`src/rtl/call_exec_pkg.sv`:
```
package call_exec_pkg;
  localparam logic [7:0] OPC_NEAR_REL = 8'hE8;
  localparam logic [7:0] OPC_GRP_IND  = 8'hFF;
  localparam logic [7:0] OPC_FAR_DIR  = 8'h9A;
  localparam logic [2:0] SUB_NEAR     = 3'd2;
  localparam logic [2:0] SUB_FAR      = 3'd3;

  typedef enum logic [2:0] {
    CK_NONE,
    CK_NEAR_REL,
    CK_NEAR_REG,
    CK_NEAR_MEM,
    CK_FAR
  } call_kind_e;

  typedef enum logic [1:0] {
    ST_IDLE,
    ST_READ,
    ST_FIN
  } call_state_e;
endpackage

```
`src/rtl/call_classify.sv`:
```
module call_classify
  import call_exec_pkg::*;
(
  input  logic [7:0] opcode,
  input  logic [2:0] modrm_reg,
  input  logic       mem_form,
  output call_kind_e kind
);
  always_comb begin
    kind = CK_NONE;
    if (opcode == OPC_NEAR_REL) begin
      kind = CK_NEAR_REL;
    end else if (opcode == OPC_FAR_DIR) begin
      kind = CK_FAR;
    end else if (opcode == OPC_GRP_IND) begin
      if (modrm_reg == SUB_NEAR)
        kind = mem_form ? CK_NEAR_MEM : CK_NEAR_REG;
      else if (modrm_reg == SUB_FAR)
        kind = CK_FAR;
    end
  end
endmodule

```
`src/rtl/call_addr_gen.sv`:
```
module call_addr_gen #(
  parameter int XLEN = 32
) (
  input  logic            wide_op,
  input  logic [XLEN-1:0] disp_imm,
  input  logic [XLEN-1:0] next_ip,
  input  logic [XLEN-1:0] sp_in,
  input  logic            base_is_sp,
  input  logic [XLEN-1:0] base_reg,
  input  logic [XLEN-1:0] ea_disp,
  output logic [XLEN-1:0] rel_target,
  output logic [XLEN-1:0] eff_addr,
  output logic [XLEN-1:0] push_addr,
  output logic [XLEN-1:0] ret_val
);
  localparam int HALF       = XLEN / 2;
  localparam int WIDE_BYTES = XLEN / 8;
  localparam int HALF_BYTES = HALF / 8;

  logic [XLEN-1:0] disp_ext;
  logic [XLEN-1:0] base_val;

  always_comb begin
    disp_ext   = wide_op ? disp_imm : {{HALF{disp_imm[HALF-1]}}, disp_imm[HALF-1:0]};
    rel_target = next_ip + disp_ext;
    // pre-push stack pointer serves as the base
    base_val   = base_is_sp ? sp_in : base_reg;
    eff_addr   = base_val + ea_disp;
    push_addr  = sp_in - (wide_op ? XLEN'(WIDE_BYTES) : XLEN'(HALF_BYTES));
    ret_val    = wide_op ? next_ip : {{HALF{1'b0}}, next_ip[HALF-1:0]};
  end
endmodule

```
`src/rtl/call_exec_unit.sv`:
```
module call_exec_unit
  import call_exec_pkg::*;
#(
  parameter int XLEN = 32
) (
  input  logic            clk,
  input  logic            rst,
  input  logic            start,
  input  logic [7:0]      opcode,
  input  logic [2:0]      modrm_reg,
  input  logic            wide_op,
  input  logic [XLEN-1:0] disp_imm,
  input  logic [XLEN-1:0] reg_operand,
  input  logic            mem_form,
  input  logic            base_is_sp,
  input  logic [XLEN-1:0] base_reg,
  input  logic [XLEN-1:0] ea_disp,
  input  logic [XLEN-1:0] next_ip,
  input  logic [XLEN-1:0] sp_in,
  input  logic            priv_change,
  output logic            rd_req,
  output logic [XLEN-1:0] rd_addr,
  input  logic            rd_valid,
  input  logic [XLEN-1:0] rd_data,
  output logic            wr_req,
  output logic [XLEN-1:0] wr_addr,
  output logic [XLEN-1:0] wr_data,
  output logic            wr_wide,
  output logic            done,
  output logic            far_flag,
  output logic            intercept,
  output logic [XLEN-1:0] ip_out,
  output logic [XLEN-1:0] sp_out
);
  localparam int HALF = XLEN / 2;

  call_kind_e      kind;
  call_state_e     state;
  logic [XLEN-1:0] rel_target, eff_addr, push_addr, ret_val;
  logic [XLEN-1:0] pend_ip, hold_push, hold_ret;
  logic            hold_wide;

  call_classify u_classify (
    .opcode    (opcode),
    .modrm_reg (modrm_reg),
    .mem_form  (mem_form),
    .kind      (kind)
  );

  call_addr_gen #(.XLEN(XLEN)) u_addr_gen (
    .wide_op    (wide_op),
    .disp_imm   (disp_imm),
    .next_ip    (next_ip),
    .sp_in      (sp_in),
    .base_is_sp (base_is_sp),
    .base_reg   (base_reg),
    .ea_disp    (ea_disp),
    .rel_target (rel_target),
    .eff_addr   (eff_addr),
    .push_addr  (push_addr),
    .ret_val    (ret_val)
  );

  function automatic logic [XLEN-1:0] size_ip(input logic [XLEN-1:0] v, input logic wide);
    return wide ? v : {{HALF{1'b0}}, v[HALF-1:0]};
  endfunction

  always_ff @(posedge clk) begin
    if (rst) begin
      state     <= ST_IDLE;
      rd_req    <= 1'b0;
      rd_addr   <= '0;
      wr_req    <= 1'b0;
      wr_addr   <= '0;
      wr_data   <= '0;
      wr_wide   <= 1'b0;
      done      <= 1'b0;
      far_flag  <= 1'b0;
      intercept <= 1'b0;
      ip_out    <= '0;
      sp_out    <= '0;
      pend_ip   <= '0;
      hold_push <= '0;
      hold_ret  <= '0;
      hold_wide <= 1'b0;
    end else begin
      done      <= 1'b0;
      far_flag  <= 1'b0;
      intercept <= 1'b0;
      wr_req    <= 1'b0;
      unique case (state)
        ST_IDLE: if (start) begin
          unique case (kind)
            CK_NEAR_REL, CK_NEAR_REG: begin
              wr_req  <= 1'b1;
              wr_addr <= push_addr;
              wr_data <= ret_val;
              wr_wide <= wide_op;
              pend_ip <= size_ip((kind == CK_NEAR_REL) ? rel_target : reg_operand, wide_op);
              state   <= ST_FIN;
            end
            CK_NEAR_MEM: begin
              rd_req    <= 1'b1;
              rd_addr   <= eff_addr;
              hold_push <= push_addr;
              hold_ret  <= ret_val;
              hold_wide <= wide_op;
              state     <= ST_READ;
            end
            CK_FAR: begin
              done      <= 1'b1;
              far_flag  <= 1'b1;
              intercept <= priv_change;
            end
            default: ;                    // ignored
          endcase
        end
        ST_READ: if (rd_valid) begin
          rd_req  <= 1'b0;
          wr_req  <= 1'b1;
          wr_addr <= hold_push;
          wr_data <= hold_ret;
          wr_wide <= hold_wide;
          pend_ip <= size_ip(rd_data, hold_wide);
          state   <= ST_FIN;
        end
        ST_FIN: begin
          done   <= 1'b1;
          ip_out <= pend_ip;
          sp_out <= wr_addr;
          state  <= ST_IDLE;
        end
        default: state <= ST_IDLE;
      endcase
    end
  end
endmodule

```
`config.mk`:
```
export PLATFORM = sky130hd
export DESIGN_NAME = call_exec_unit
export DESIGN_NICKNAME = d
export VERILOG_FILES = /design/src/rtl/call_exec_pkg.sv /design/src/rtl/call_classify.sv /design/src/rtl/call_addr_gen.sv /design/src/rtl/call_exec_unit.sv
export SDC_FILE = /design/constraint.sdc
export NUM_CORES = 1
export LEC_CHECK = 0
export BUFFER_PORTS_ARGS = -buffer_cell sky130_fd_sc_hd__buf_4
export CAP_MARGIN = 20
export CORE_MARGIN = 3
export CORE_UTILIZATION = 59
export CTS_BUF_LIST = sky130_fd_sc_hd__clkbuf_4
export CTS_CLUSTER_DIAMETER = 200
export CTS_CLUSTER_SIZE = 12
export DETAILED_ROUTE_END_ITERATION = 12
export PLACE_DENSITY = 0.89
export SKIP_CTS_REPAIR_TIMING = 1
export SYNTH_ARGS = -nofsm -noshare
export SYNTH_HDL_FRONTEND = slang
export SYNTH_SLANG_ARGS = --single-unit
```
`constraint.sdc`:
```
create_clock -name clk -period 7.35 [get_ports clk]
set_input_delay 1.1025 -clock clk [delete_from_list [all_inputs] [get_ports clk]]
set_output_delay 1.1025 -clock clk [all_outputs]
set_load 0.005 [all_outputs]
```
==> run summary <==
The depth of the worst register-to-register path is 7. The area after detailed placement is roughly 18000 um2. In the final layout, flip-flops and latches occupy around 5300 um2. The largest total area in the synthesized netlist belongs to dfxtp_1. The clock skew after layout came out at ~0.038 ns. The total count of max-transition violations in the final report came out at 0.

For the finished layout, the period the worst path requires is about 4.0 ns. The routed via count came out at approximately 16k. Combinational cells account for ~22% of the total power. The power density normalized to cell area came out at roughly 150 nW/um2. The cell depth of the worst min-delay path came out at 2. In this run, synthesis inferred 0 flip-flops with an integrated enable. For the pin with the worst max-slew slack, the measured transition is roughly 1.1 ns. The number of levels in the clock H-tree is 1. The worst slack on hold paths is roughly 0.46 ns.

The number of placement rows is between 50 and 60. For this design the static power due to leakage is about 7.3 nW. The floorplan die width came out at ~160 um. Among all flip-flop cells after synthesis, the most frequent one is dfxtp_1. The area of the placeable core came out at 23800 um2. The maximum clock insertion buffer count came out at 3. The via count of the first global-routing pass is between 10k and 15k.

The detailed placement HPWL came out at around 40 mm. The detailed-routing iteration count for the pre-antenna-repair pass came out at 6. Clock tree synthesis found a total of approximately 270 sinks. The critical-path maximum fanout is 32. Setup violations remaining at the end of the flow were counted as 0. After layout, the worst setup slack is about 3.4 ns. Max-cap violations in this run came to 0. The clock-pin slew reported for the worst setup and hold paths after clock tree synthesis is around 0.13 ns. The proportion of register bits with asynchronous set or reset after synthesis is 0%. The footprint of the multi-input gates is 8720 um2.

The initial utilization of the core area, before any placement, comes to 61.0%. The final instance area came out at between 15000 and 20000 um2. The run finished with clean final reports. The sort of element at the end of the critical path is a flop.

By instance count, the leading cell after synthesis is nand2_1. A synthesized cell averages around 7.7 um2. Pin placement for this block handled about 400 I/O pins.

The data required time of the worst path came out at between 7 and 8 ns. The number of antenna-violating nets in the routed design came out at 0. The sequential group share of total power came out at a little over half. The final net count is between 2k and 3k. The die footprint is between 20000 and 30000 um2. TritonCTS built the clock tree. Yosys attributes the largest share of cell area to dfxtp_1, nand2_1, a21oi_1. The pre-CTS setup slack came out at ~2.7 ns.

Dividing the detail-routed via count by the number of cells gives 6.25. The initial antenna violation count came to 3. The ratio of cells with drive above 1 in the final layout came out at 22.9%. The first-pass GRT wire length is about 80 mm.

Clock tree synthesis selected as its root buffer the cell clkbuf_4. The worst max-slew margin expressed relative to the limit came out at around 29%. Timing would allow up to around 250 MHz. The number of storage elements in the synthesis netlist came out at 265.

The sort of element at the start of the critical path is an input pin. After synthesis, flip-flops and latches occupy 36.5% of the total area. The total wirelength of the detailed-routed design is 53.1 mm. The fraction of post-synthesis cell area in the top cell type by area came out at a little over a third. Clock tree synthesis inserted a total of 26 buffers. The final sum of negative setup slack came out at 0 ns. The path category of the worst min-delay check is reg2reg.

The post-synth design cell area is between 10000 and 15000 um2. Counting the fill cells in the layout gives about 1.8k. The post-synthesis to final-layout area growth is 23.4%. The signal arrival time at the worst endpoint came out at between 4 and 5 ns. Routability-driven placement finished with a final weighted congestion of between 0.9 and 1. The largest net degree at the start of global routing came out at 92. Across every metal layer, demand over resource in global routing totals 37.8%.

The mean routed wirelength per cell came out at approximately 21 um. The die extent in y is 163 um. After technology mapping, the gate count stands at around 1.9k. The switching power came out at slightly above 0.8 mW. The ratio of final minimum period to clock period is between 50% and 60%. The critical path is of the in2reg type. The number of input and output port buffers inserted is roughly 410. The first routing iteration left ~1.7k violations. For this run, the share of the core covered by cells in the final layout is 75.3%. The final count of hold timing violations came out at 0. The synthesis warning total came out at 0. Setup repair after global routing left no endpoint under its margin.

The number of remaining DRC errors came out at 0. The internal power is approximately 1.9 mW. In the synthesized netlist, the cells that appear most often are nand2_1, dfxtp_1, a21oi_1, nor2_1, clkbuf_1. The latest clock arrival within the worst-skew pair is roughly 0.70 ns. The switching share of total power came out at between 20% and 30%. Of the total power, the clock network draws 24.8%. Synthesis produced a netlist with a net count of 2188.

The synthesized netlist contains 77 unique library cells. VDD sags by at most about 0.00015 V. For this run the aggregate overflow at the end of global routing stands at 0.
registers in the layout, indices dropped and copies added, names as in the netlist:
register / cells
hold_push: 32
hold_ret: 32
ip_out: 32
pend_ip: 32
rd_addr: 32
sp_out: 32
wr_addr: 32
wr_data: 32
state: 2
done: 1
far_flag: 1
hold_wide: 1
intercept: 1
rd_req: 1
wr_req: 1
wr_wide: 1
worst max-delay path, cell delays in order:
cell,delay (ns)
buf_4,0.36
mux2_2,0.39
ha_1,0.22
fa_1,0.43
a21o_1,0.20
a311o_1,0.38
and3_1,0.22
o2111ai_1,0.36
a2111o_1,0.25
a21oi_1,0.09
or4_1,0.52
nand3_1,0.09
final cells by class:
class,count,share of cell area [%]
inverters,17,0.356
multi-input cells,1462,48.6
well taps,319,2.23
clock inverters,2,0.230
clock buffers,27,1.13
diodes,4,0.0558
flip-flops and latches,265,29.6
repair buffers,422,17.8
kinds of logic (layout without fill, tap and decap cells):
logic type      after synthesis  in the layout  synth area share [%]
compound gates              556            556                  24.9
xor+xnor                     64             64                  3.86
other cells                   0              4                     0
buf+inv                     151            468                  3.93
fa+ha+maj                    67             67                  5.92
simple gates                741            741                  22.3
mux                          34             34                  2.61
flops                       265            265                  36.5
metrics by stage:
stage / power, mW / instances
6_report: 2.72 / 2518
5_1_grt: 2.82 / 2516
4_1_cts: 2.71 / 2514
3_5_place_dp: 2.05 / 2485
3_3_place_gp: 2.05 / 2484
2_1_floorplan: 1.81 / 1878
worst paths after layout:
check	to	startpoint	slack [ns]
max	rd_addr[30]	base_is_sp	3.36
min	hold_ret[0]	hold_ret[0]	0.46
max reg2reg	pend_ip[8]	state[1]	3.98
min reg2reg	hold_ret[0]	hold_ret[0]	0.46
layer usage:
metal  vias to the layer above  global-route usage, %  share of wire (%)
met5                         -                      0              0.021
met3                       133                   9.99                 11
met2                       864                   59.1                 45
li1                       7346                      -                  -
met4                         2                   13.2                3.8
met1                      7398                   50.8                 40
power groups by stage:
| stage | sequential [mW] | combinational, mW | clock [mW] |
|---|---|---|---|
| detailed placement | 1.47 | 0.585 | 0 |
| global placement | 1.47 | 0.579 | 0 |
| CTS | 1.44 | 0.588 | 0.680 |
| finish | 1.44 | 0.606 | 0.674 |
| global route | 1.44 | 0.651 | 0.735 |
| floorplan | 1.47 | 0.344 | 0 |
cells in the final DEF, fill, tap and decap left out, drive strengths merged, types with 31 or more instances in the layout:
master,count
nand2,380
nor2,179
a21o,41
xnor2,42
a311oi,42
a211oi,75
buf,421
ha,64
a21oi,222
nand3,53
dfxtp,265
mux2,31
o21ai,59
Note: power is estimated with default switching activity, not from simulation.
